**config.mk**
```make
export PLATFORM = sky130hd
export DESIGN_NAME = sar_seq4_top
export DESIGN_NICKNAME = d
export VERILOG_FILES = /design/src/rtl/sar_seq_pkg.sv /design/src/rtl/sar_seq_clksel.sv /design/src/rtl/sar_seq_timer.sv /design/src/rtl/sar_seq_approx.sv /design/src/rtl/sar_seq_results.sv /design/src/rtl/sar_seq_chan.sv /design/src/rtl/sar_seq4_top.sv
export SDC_FILE = /design/constraint.sdc
export NUM_CORES = 1
export LEC_CHECK = 0
export CAP_MARGIN = 20
export CORE_MARGIN = 2
export CORE_UTILIZATION = 25
export CTS_CLUSTER_SIZE = 24
export DETAILED_ROUTE_END_ITERATION = 6
export SLEW_MARGIN = 20
export SYNTH_ARGS = -nofsm -noshare
export SYNTH_HDL_FRONTEND = slang
export SYNTH_SLANG_ARGS = --single-unit
```
**constraint.sdc**
```tcl
create_clock -name clk -period 1.8 [get_ports clk]
set_clock_uncertainty 0.05 [all_clocks]
set_input_delay 0.54 -clock clk [delete_from_list [all_inputs] [get_ports clk]]
set_output_delay 0.54 -clock clk [all_outputs]
set_load 0.01 [all_outputs]
```
**src/rtl/sar_seq_pkg.sv**
```systemverilog
package sar_seq_pkg;

    localparam int ADC_BITS      = 8;
    localparam int SLOTS         = 4;
    localparam int SLOT_TICKS    = 32;
    localparam int SAMPLE_TICKS  = 12;
    localparam int TICKS_PER_BIT = 2;
    localparam int END_TICKS     = 2;
    localparam int CHAN_W        = 3;

    // What a slot does at a given phase
    typedef enum logic [2:0] {
        ST_SAMPLE,
        ST_SET,
        ST_DECIDE,
        ST_WRITE,
        ST_END,
        ST_PAD
    } step_e;

    typedef struct packed {
        step_e      kind;
        logic [7:0] bitn;
    } step_t;

    // Map a phase count inside a slot to its action
    function automatic step_t decode_phase(int ph, int sample_t, int nbits,
                                           int per_bit, int end_t);
        step_t r;
        int    k;
        r.kind = ST_PAD;
        r.bitn = '0;
        k      = ph - sample_t;
        if (ph < sample_t) begin
            r.kind = ST_SAMPLE;
        end else if (k < nbits * per_bit) begin
            r.kind = ((k % per_bit) == 0) ? ST_SET : ST_DECIDE;
            r.bitn = 8'(nbits - 1 - k / per_bit);
        end else if (k == nbits * per_bit) begin
            r.kind = ST_WRITE;
        end else if (k < nbits * per_bit + end_t) begin
            r.kind = ST_END;
        end
        return r;
    endfunction

    // Channel for a slot: step inside a group of four, or hold one channel
    function automatic logic [CHAN_W-1:0] pick_chan(logic [CHAN_W-1:0] sel,
                                                    logic [1:0] slot,
                                                    logic multi);
        return multi ? {sel[CHAN_W-1:2], slot} : sel;
    endfunction

endpackage

```
**src/rtl/sar_seq_clksel.sv**
```systemverilog
module sar_seq_clksel (
    input  logic use_alt,
    input  logic sys_tick,
    input  logic alt_tick,
    output logic tick
);
    always_comb begin
        tick = use_alt ? alt_tick : sys_tick;
    end
endmodule

```
**src/rtl/sar_seq_timer.sv**
```systemverilog
module sar_seq_timer
    import sar_seq_pkg::*;
#(
    parameter int N_SLOTS   = SLOTS,
    parameter int SLOT_LEN  = SLOT_TICKS,
    parameter int SAMP_LEN  = SAMPLE_TICKS,
    parameter int NBITS     = ADC_BITS,
    parameter int PER_BIT   = TICKS_PER_BIT,
    parameter int END_LEN   = END_TICKS,
    localparam int PH_W     = $clog2(SLOT_LEN),
    localparam int SL_W     = $clog2(N_SLOTS)
) (
    input  logic            clk,
    input  logic            rst,
    input  logic            tick,
    input  logic            start,
    input  logic            cont,
    output logic            running,
    output logic [SL_W-1:0] slot,
    output logic [SL_W-1:0] slot_nxt,
    output logic [PH_W-1:0] phase,
    output step_t           step,
    output logic            adv,
    output logic            slot_end,
    output logic            flag
);
    localparam logic [PH_W-1:0] PH_LAST = PH_W'(SLOT_LEN - 1);
    localparam logic [SL_W-1:0] SL_LAST = SL_W'(N_SLOTS - 1);

    always_comb begin
        step     = decode_phase(int'(phase), SAMP_LEN, NBITS, PER_BIT, END_LEN);
        adv      = running && tick && !start;
        slot_end = adv && (phase == PH_LAST);
        slot_nxt = (slot == SL_LAST) ? '0 : slot + SL_W'(1);
    end

    always_ff @(posedge clk) begin
        if (rst) begin
            running <= 1'b0;
            slot    <= '0;
            phase   <= '0;
            flag    <= 1'b0;
        end else if (start) begin
            running <= 1'b1;
            slot    <= '0;
            phase   <= '0;
            flag    <= 1'b0;
        end else if (adv) begin
            if (step.kind == ST_WRITE && slot == SL_LAST) begin
                flag <= 1'b1;
            end
            if (phase == PH_LAST) begin
                phase <= '0;
                slot  <= slot_nxt;
                if (slot == SL_LAST && !cont) begin
                    running <= 1'b0;
                end
            end else begin
                phase <= phase + PH_W'(1);
            end
        end
    end
endmodule

```
**src/rtl/sar_seq_approx.sv**
```systemverilog
module sar_seq_approx
    import sar_seq_pkg::*;
#(
    parameter int NBITS    = ADC_BITS,
    localparam int BI_W    = $clog2(NBITS)
) (
    input  logic             clk,
    input  logic             rst,
    input  logic             start,
    input  logic             adv,
    input  step_t            step,
    input  logic             comp_in,
    output logic [NBITS-1:0] trial
);
    logic [BI_W-1:0] bsel;

    always_comb begin
        bsel = step.bitn[BI_W-1:0];
    end

    always_ff @(posedge clk) begin
        if (rst || start) begin
            trial <= '0;
        end else if (adv) begin
            unique case (step.kind)
                ST_SAMPLE: trial       <= '0;
                ST_SET:    trial[bsel] <= 1'b1;
                ST_DECIDE: if (!comp_in) trial[bsel] <= 1'b0;
                default:   ;
            endcase
        end
    end
endmodule

```
**src/rtl/sar_seq_results.sv**
```systemverilog
module sar_seq_results
    import sar_seq_pkg::*;
#(
    parameter int N_SLOTS  = SLOTS,
    parameter int NBITS    = ADC_BITS,
    localparam int SL_W    = $clog2(N_SLOTS)
) (
    input  logic                          clk,
    input  logic                          rst,
    input  logic                          adv,
    input  step_t                         step,
    input  logic [SL_W-1:0]               slot,
    input  logic [NBITS-1:0]              trial,
    output logic [N_SLOTS-1:0][NBITS-1:0] res
);
    for (genvar i = 0; i < N_SLOTS; i++) begin : g_slot
        always_ff @(posedge clk) begin
            if (rst) begin
                res[i] <= '0;
            end else if (adv && step.kind == ST_WRITE && slot == SL_W'(i)) begin
                res[i] <= trial;
            end
        end
    end
endmodule

```
**src/rtl/sar_seq_chan.sv**
```systemverilog
module sar_seq_chan
    import sar_seq_pkg::*;
(
    input  logic              clk,
    input  logic              rst,
    input  logic              start,
    input  logic              slot_end,
    input  logic [1:0]        slot_nxt,
    input  logic              multi,
    input  logic [CHAN_W-1:0] chan_in,
    output logic [CHAN_W-1:0] chan
);
    always_ff @(posedge clk) begin
        if (rst) begin
            chan <= '0;
        end else if (start) begin
            chan <= pick_chan(chan_in, 2'd0, multi);
        end else if (slot_end) begin
            chan <= pick_chan(chan_in, slot_nxt, multi);
        end
    end
endmodule

```
**src/rtl/sar_seq4_top.sv**
```systemverilog
module sar_seq4_top
    import sar_seq_pkg::*;
#(
    parameter int NBITS    = ADC_BITS,
    parameter int SLOT_LEN = SLOT_TICKS,
    parameter int SAMP_LEN = SAMPLE_TICKS,
    localparam int PH_W    = $clog2(SLOT_LEN),
    localparam int SL_W    = $clog2(SLOTS)
) (
    input  logic              clk,
    input  logic              rst,
    input  logic              sys_tick,
    input  logic              alt_tick,
    input  logic              use_alt,
    input  logic              start,
    input  logic              cont_mode,
    input  logic              multi_ch,
    input  logic [CHAN_W-1:0] chan_in,
    input  logic              comp_in,
    output logic [NBITS-1:0]  trial_code,
    output logic              sample_hold,
    output logic [CHAN_W-1:0] chan_sel,
    output logic              busy,
    output logic              done_flag,
    output logic [NBITS-1:0]  res1,
    output logic [NBITS-1:0]  res2,
    output logic [NBITS-1:0]  res3,
    output logic [NBITS-1:0]  res4
);
    logic                        tick;
    logic                        running;
    logic [SL_W-1:0]             slot_q;
    logic [SL_W-1:0]             slot_nxt;
    logic [PH_W-1:0]             phase_q;
    step_t                       step;
    logic                        adv;
    logic                        slot_end;
    logic                        flag;
    logic [SLOTS-1:0][NBITS-1:0] res_bank;

    sar_seq_clksel u_clk (
        .use_alt (use_alt),
        .sys_tick(sys_tick),
        .alt_tick(alt_tick),
        .tick    (tick)
    );

    sar_seq_timer #(
        .N_SLOTS (SLOTS),
        .SLOT_LEN(SLOT_LEN),
        .SAMP_LEN(SAMP_LEN),
        .NBITS   (NBITS),
        .PER_BIT (TICKS_PER_BIT),
        .END_LEN (END_TICKS)
    ) u_tim (
        .clk     (clk),
        .rst     (rst),
        .tick    (tick),
        .start   (start),
        .cont    (cont_mode),
        .running (running),
        .slot    (slot_q),
        .slot_nxt(slot_nxt),
        .phase   (phase_q),
        .step    (step),
        .adv     (adv),
        .slot_end(slot_end),
        .flag    (flag)
    );

    sar_seq_approx #(.NBITS(NBITS)) u_sar (
        .clk    (clk),
        .rst    (rst),
        .start  (start),
        .adv    (adv),
        .step   (step),
        .comp_in(comp_in),
        .trial  (trial_code)
    );

    sar_seq_results #(.N_SLOTS(SLOTS), .NBITS(NBITS)) u_res (
        .clk  (clk),
        .rst  (rst),
        .adv  (adv),
        .step (step),
        .slot (slot_q),
        .trial(trial_code),
        .res  (res_bank)
    );

    sar_seq_chan u_chan (
        .clk     (clk),
        .rst     (rst),
        .start   (start),
        .slot_end(slot_end),
        .slot_nxt(slot_nxt),
        .multi   (multi_ch),
        .chan_in (chan_in),
        .chan    (chan_sel)
    );

    always_comb begin
        busy        = running;
        done_flag   = flag;
        sample_hold = running && (step.kind == ST_SAMPLE);
        res1        = res_bank[0];
        res2        = res_bank[1];
        res3        = res_bank[2];
        res4        = res_bank[3];
    end
endmodule

```
==> results of run 1 <==
[tightest hold or removal path: stages (launching register included)]
cell and delay, ns:
dfxtp_1 0.33, nand2_1 0.06, a21oi_1 0.05
[what timing repair did]
item	CTS	global route
setup buffers	2	5
endpoints found under the setup margin	76	50
gates cloned	0	1
pin swaps	15	17
gates resized for setup	74	28
[per-stage QoR]
step / TNS (ns) / cell area, µm²
after floorplan: 0 / 2650
after global placement: -16.67 / 3520
after detailed placement: -18.06 / 3520
after CTS: -0.581 / 3710
after global routing: -4.78 / 3870
final: -1.77 / 3870
[cell type report]
| type | count | area share |
|---|---|---|
| timing repair buffer | 91 | 0.225 |
| tap | 133 | 0.0430 |
| clock buffer | 5 | 0.0178 |
| sequential | 52 | 0.273 |
| clock inverter | 3 | 0.00646 |
| multi-input combinational | 196 | 0.425 |
| inverter | 10 | 0.00969 |
[power by group through the flow]
stage | Sequential (mW) | Clock, mW | Combinational (mW)
after floorplan | 1.19 | 0 | 0.0712
after global placement | 1.19 | 0 | 0.147
after detailed placement | 1.19 | 0 | 0.149
after CTS | 1.16 | 0.745 | 0.155
after global routing | 1.16 | 0.797 | 0.182
final | 1.16 | 0.719 | 0.170
[layer usage]
layer	track usage	vias up
met5	0	-
met4	0.0314	0
met3	0.0243	5
met2	0.206	35
met1	0.153	1037
li1	-	1116
[logic make-up (layout without fill, tap and decap cells)]
family / after synthesis / count (layout)
flip-flops: 52 / 52
multiplexers: 36 / 36
AND/OR/NAND/NOR: 109 / 109
XOR/XNOR: 4 / 4
AO/OA/AOI/OAI: 35 / 35
buffers and inverters: 22 / 109
adder cells (fa/ha/maj): 12 / 12
[final timing paths]
path / startpoint / end / slack (ns) / cells after the start
setup reg to reg: u_tim.phase[2] / u_res.res[28] / -0.11 / 9
hold reg to reg: u_chan.chan[2] / u_chan.chan[2] / 0.42 / 2
setup / recovery: u_tim.phase[2] / sample_hold / -0.14 / 6
hold / removal: u_chan.chan[2] / u_chan.chan[2] / 0.42 / 2
[registers in the layout (all words and copies together) (netlist names)]
name           count
u_res.res         32
u_sar.trial        8
u_tim.phase        5
u_chan.chan        3
u_tim.slot         2
u_tim.flag         1
u_tim.running      1
[cell usage in the layout, fill, tap and decap left out, drive strengths merged, types with 5 or more instances in the layout]
cell type      synthesis  routed
a31oi                  9       9
o21ai                  8       8
nand2b                41      41
buf                    6      35
ha                    12      12
nor2                   9       9
mux2i                 35      35
dfxtp                 52      52
dlymetal6s2s           0      13
inv                   10      12
nand4                  7       7
nor3                   9       9
nand2                 12      12
a21oi                  8       8
clkbuf                 6       5
clkdlybuf4s50          0      10
nor2b                  7       7
nand3                 12      12
dlygate4sd2            0      33
==> qor.yml, run 1 <==
drive_gt1_frac: 0.258
htreeDepth: 2
die_h_um: 105
overflow: 0
numCtsBuffers: 5
cellLeakagePower_nw: 1.84
yosysTopAreaCell: "dfxtp_1"
cp_max_fo: 2
setup_viol: 35
holdBufCountCts: 0
seq_area_mm2: 0.00106
fmax_mhz: 517
cp_cell_sequence: "buf_6 -> ha_4 -> inv_2 -> ha_4 -> and2_4 -> buf_6"
nets: 380
worstHoldPathType: "reg2reg"
min_period_ns: 1.94
slew_violations: 0
syn_nets: 294
synth-edff-count: 0
antenna_found_initial: 0
wirelength_um: 6540
critPathLaunchType: "flop"
run_status: "finished with violations"
vdd_ir_drop_max_v: 0.000322
synth_simple_gate_area_share: 0.252
io_buffers: 57
clkPwrFrac: 0.351
path_clk_slew_ns: 0.10
total_power_mw: 2.05
cts_tree: "done"
grt_pass1_vias: 2160
cpPeakStageDelay_ns: 0.37
place_ws_ns: -0.419
synth_xor_area_frac: 0.0137
synth-compound-area-share: 0.0890
routed.top_layer: "met4"
combPwrFrac: 0.083
dr.first_iter.drc_count: 94
tightest_slew_ns: 0.339
synth_seq_cells: 52
via_count: 2193
synth_area_per_cell_um2: 9.48
placed_cells: 474
crit_arrival_ns: 1.35
synth.most_common_cell: "dfxtp_1"
synth_fa_ha_area_frac: 0.0587
hold_viol_final: 0
start_util: 0.259
dieArea_mm2: 0.0111
drv_cap: 0
met2_length_um: 3270
worst_slack_ns: -0.135
wl_per_cell_um: 13.3
cp.buffers_inverters: 3
p_int_mw: 1.53
rows: 36
die_width_um: 105
synthesis.area_mm2: 0.00256
io_pins: 58
area_growth_pct: 51.3
synth_top_family_by_area: "simple AND/OR/NAND/NOR gates"
netlist_top_cells_count: "dfxtp_1, nand2b_1, mux2i_1"
stdcell_count: 490
rsz0062_at_grt: "true"
cts-root-buf: "clkbuf_8"
synth_async_sr_flop_share: 0
path_delay_family: "flip-flops"
synth_mux_area_frac: 0.141
failed_checks: "negative setup slack"
min_period_over_period: 1.08
syn_inst: 270
clkLatencyLatePin_ns: 0.31
sequentialPowerShare: 0.566
core_mm2: 0.00986
multi_input_area_mm2: 0.00165
wl_met3_um: 173
post-route-drc-count: 0
nFillCells: 977
slew_headroom: 0.774
synth_area_leaders: "dfxtp_1, mux2i_1, nand2b_1"
switchingPower_uw: 515
grt_max_degree: 22
synth_cell_types: 38
crit_path_top_delay_cell: "dfxtp_4"
antenna_left: 0
cp.required_ns: 1.21
drt-vias-per-instance: 4.48
cts_sinks: 52
ys_seq_area_frac: 0.407
power_density_mw_per_mm2: 529
switching_share: 0.252
ys_warn_count: 0
yosys.area.top_type_share: 0.407
finish.utilization: 0.393
dr.pass1.iters: 4
endpoint_kind: "output pin"
diodes: 0
finalHoldWorstSlack_ns: 0.421
ys.flop_type: "dfxtp_1"
crit_type: "reg2out"
finalWeightedCongestion: 0.799
clockBufferDepth: 2
wirelength_met1_um: 3030
grtUsageTotal: 0.120
dpl.hpwl_um: 4870
grt_pass1_wl_um: 10800
(Power assumes the default switching activity.)
==> inputs of run 2 (changes only) <==
--- a/config.mk
+++ b/config.mk
@@ -6,10 +6,13 @@
 export NUM_CORES = 1
 export LEC_CHECK = 0
 export CAP_MARGIN = 20
+export CELL_PAD_IN_SITES_DETAIL_PLACEMENT = 1
+export CELL_PAD_IN_SITES_GLOBAL_PLACEMENT = 1
 export CORE_MARGIN = 2
 export CORE_UTILIZATION = 25
 export CTS_CLUSTER_SIZE = 24
 export DETAILED_ROUTE_END_ITERATION = 6
+export PLACE_DENSITY_LB_ADDON = 0.1
 export SLEW_MARGIN = 20
 export SYNTH_ARGS = -nofsm -noshare
 export SYNTH_HDL_FRONTEND = slang
==> run 2 against run 1 <==
- the run still ends with negative setup slack left
- design area is 0.81% higher
- die area stayed put
- fmax is 2.2% higher
- critical endpoint is now u_sar.trial[3]
- worst setup slack better by 0.041 ns
- total power is 0.18% higher
==> qor.yml, run 2 (synthesis gave the netlist of run 1 again) <==
wirelength_um: 7550  # +16%
clkPwrFrac: 0.351  # about the same
path_clk_slew_ns: 0.10  # about the same
io_pins: 58  # unchanged
dr.first_iter.drc_count: 60  # -36%
drt-vias-per-instance: 4.53  # +1.2%
fmax_mhz: 528  # +2.2%
slew_violations: 0  # unchanged
via_count: 2234  # +1.9%
finalWeightedCongestion: 0.714  # -11%
largestRegisters: "u_res.res x32, u_sar.trial x8, u_tim.phase x5"
failed_checks: "negative setup slack"
grtUsageTotal: 0.141  # +0.0203
cts_tree: "done"
dieArea_mm2: 0.0111  # unchanged
start_util: 0.259  # unchanged
layout_common_cells: "nand2b_1, dfxtp_1, dlygate4sd2_1"
power_density_mw_per_mm2: 525  # -0.62%
cts-root-buf: "clkbuf_8"
worst_slack_ns: -0.0938  # +0.0414 ns
run_status: "finished with violations"
drive_gt1_frac: 0.261  # +0.00341
core_mm2: 0.00986  # unchanged
combPwrFrac: 0.085  # +0.002
critPathLaunchType: "flop"
min_period_ns: 1.89  # -0.0414 ns
hold_viol_final: 0  # unchanged
clkLatencyLatePin_ns: 0.31  # about the same
die_h_um: 105  # unchanged
setup_viol: 35  # unchanged
switchingPower_uw: 516  # +0.11%
grt_max_degree: 31  # +41%
sequentialPowerShare: 0.564  # -0.002
dpl.hpwl_um: 5740  # +18%
largest_register: "u_res.res"
rows: 36  # unchanged
numCtsBuffers: 5  # unchanged
grt_pass1_vias: 2367  # +9.6%
reg2reg_depth: 9  # unchanged
r2r_setup_slack_ns: -0.09  # +0.02 ns
vdd_ir_drop_max_v: 0.000347  # +7.9%
clockBufferDepth: 2  # unchanged
crit_type: "reg2reg"
holdBufCountCts: 0  # unchanged
cp_max_fo: 4  # +2
cts_sinks: 52  # unchanged
cellLeakagePower_nw: 1.82  # -1.1%
worstHoldPathType: "reg2reg"
cp.required_ns: 1.94  # +0.73 ns
endpoint_kind: "flop"
switching_share: 0.251  # about the same
tightest_slew_ns: 0.372  # +0.0329 ns
diodes: 0  # unchanged
area_growth_pct: 52.6
finish.utilization: 0.396  # +0.00317
rsz0062_at_grt: "true"
die_width_um: 105  # unchanged
finalHoldWorstSlack_ns: 0.414  # -0.00700 ns
worstHoldPathCells: 2  # unchanged
crit_arrival_ns: 2.03  # +0.68 ns
min_period_over_period: 1.05  # -0.0230
p_int_mw: 1.53  # +0.20%
grt_pass1_wl_um: 12400  # +15%
htreeDepth: 2  # unchanged
slew_headroom: 0.752  # -0.0219
largest_reg_flops: 32  # unchanged
antenna_left: 0  # unchanged
drv_cap: 0  # unchanged
post-route-drc-count: 0  # unchanged
place_ws_ns: -0.453  # -0.0342 ns
wl_per_cell_um: 15.3  # +15%
antenna_found_initial: 0  # unchanged
io_buffers: 57  # unchanged
final_common_cell: "nand2b_1"
dr.pass1.iters: 2  # -2
nets: 383  # +0.79%
overflow: 0  # unchanged
-- run 2: changes by cell type in the layout (fill, tap and decap cells not counted), moves of 2 or more --
cell / change
o21ai_1: +2
buf_4: +2
dfxtp_2: +2
dfxtp_1: -2
buf_12: +3
dlygate4sd2_1: +3
o21ai_0: -2
dlymetal6s2s_1: -3
inv_6: -2
-- run 2: worst paths after layout --
path,startpoint,endpoint
worst max-delay path,u_tim.phase[2],u_sar.trial[3]
worst min-delay path,u_tim.flag,u_tim.flag
worst max register to register,u_tim.phase[2],u_sar.trial[3]
worst min register to register,u_tim.flag,u_tim.flag
-- run 2: power by group through the flow --
| stage | combinational [mW] | sequential, mW | clock (mW) |
|---|---|---|---|
| after floorplan | 0.0712 | 1.19 | 0 |
| after global placement | 0.158 | 1.19 | 0 |
| final | 0.173 | 1.16 | 0.720 |
| after global routing | 0.189 | 1.16 | 0.800 |
| after CTS | 0.171 | 1.16 | 0.763 |
| after detailed placement | 0.158 | 1.19 | 0 |
-- run 2: through the flow --
step	instance area, µm²	power (mW)	instances	setup TNS [ns]
after floorplan	2650	1.26	270	0
after global placement	3580	1.34	479	-19.93
after detailed placement	3580	1.34	479	-20.49
after CTS	3810	2.09	490	-1.79
after global routing	3900	2.15	493	-4.56
final	3900	2.05	493	-0.920
-- run 2: per-layer routing --
metal / global-route usage / share of wire / up-vias
met3: 0.0212 / 0.021 / 4
met1: 0.180 / 0.47 / 1079
met5: 0 / 0 / -
li1: - / - / 1119
met2: 0.249 / 0.50 / 32
met4: 0.0314 / 0.0098 / 0
-- run 2: what timing repair did --
item | in CTS | in global routing
endpoints found under the setup margin | 86 | 58
setup buffers | 3 | 3
gates resized for setup | 81 | 21
pin swaps | 25 | 14
-- run 2: area by class of cell --
class	count	area [µm²]
Fill cell	1137	5960
Multi-Input combinational cell	196	1620
Sequential cell	52	1060
Timing Repair Buffer	94	918
Tap cell	133	166
Clock buffer	5	68.8
Inverter	10	37.5
Clock inverter	3	27.5
-- run 2: worst max-delay path, cell delays in order (launching register included) --
cell and delay, ns:
dfxtp_4 0.37, buf_6 0.11, a21o_4 0.21, nor2_4 0.10, ha_4 0.14, ha_4 0.16, xor2_4 0.21, o2111a_1 0.23
o21ai_1 0.05, nor3b_1 0.13
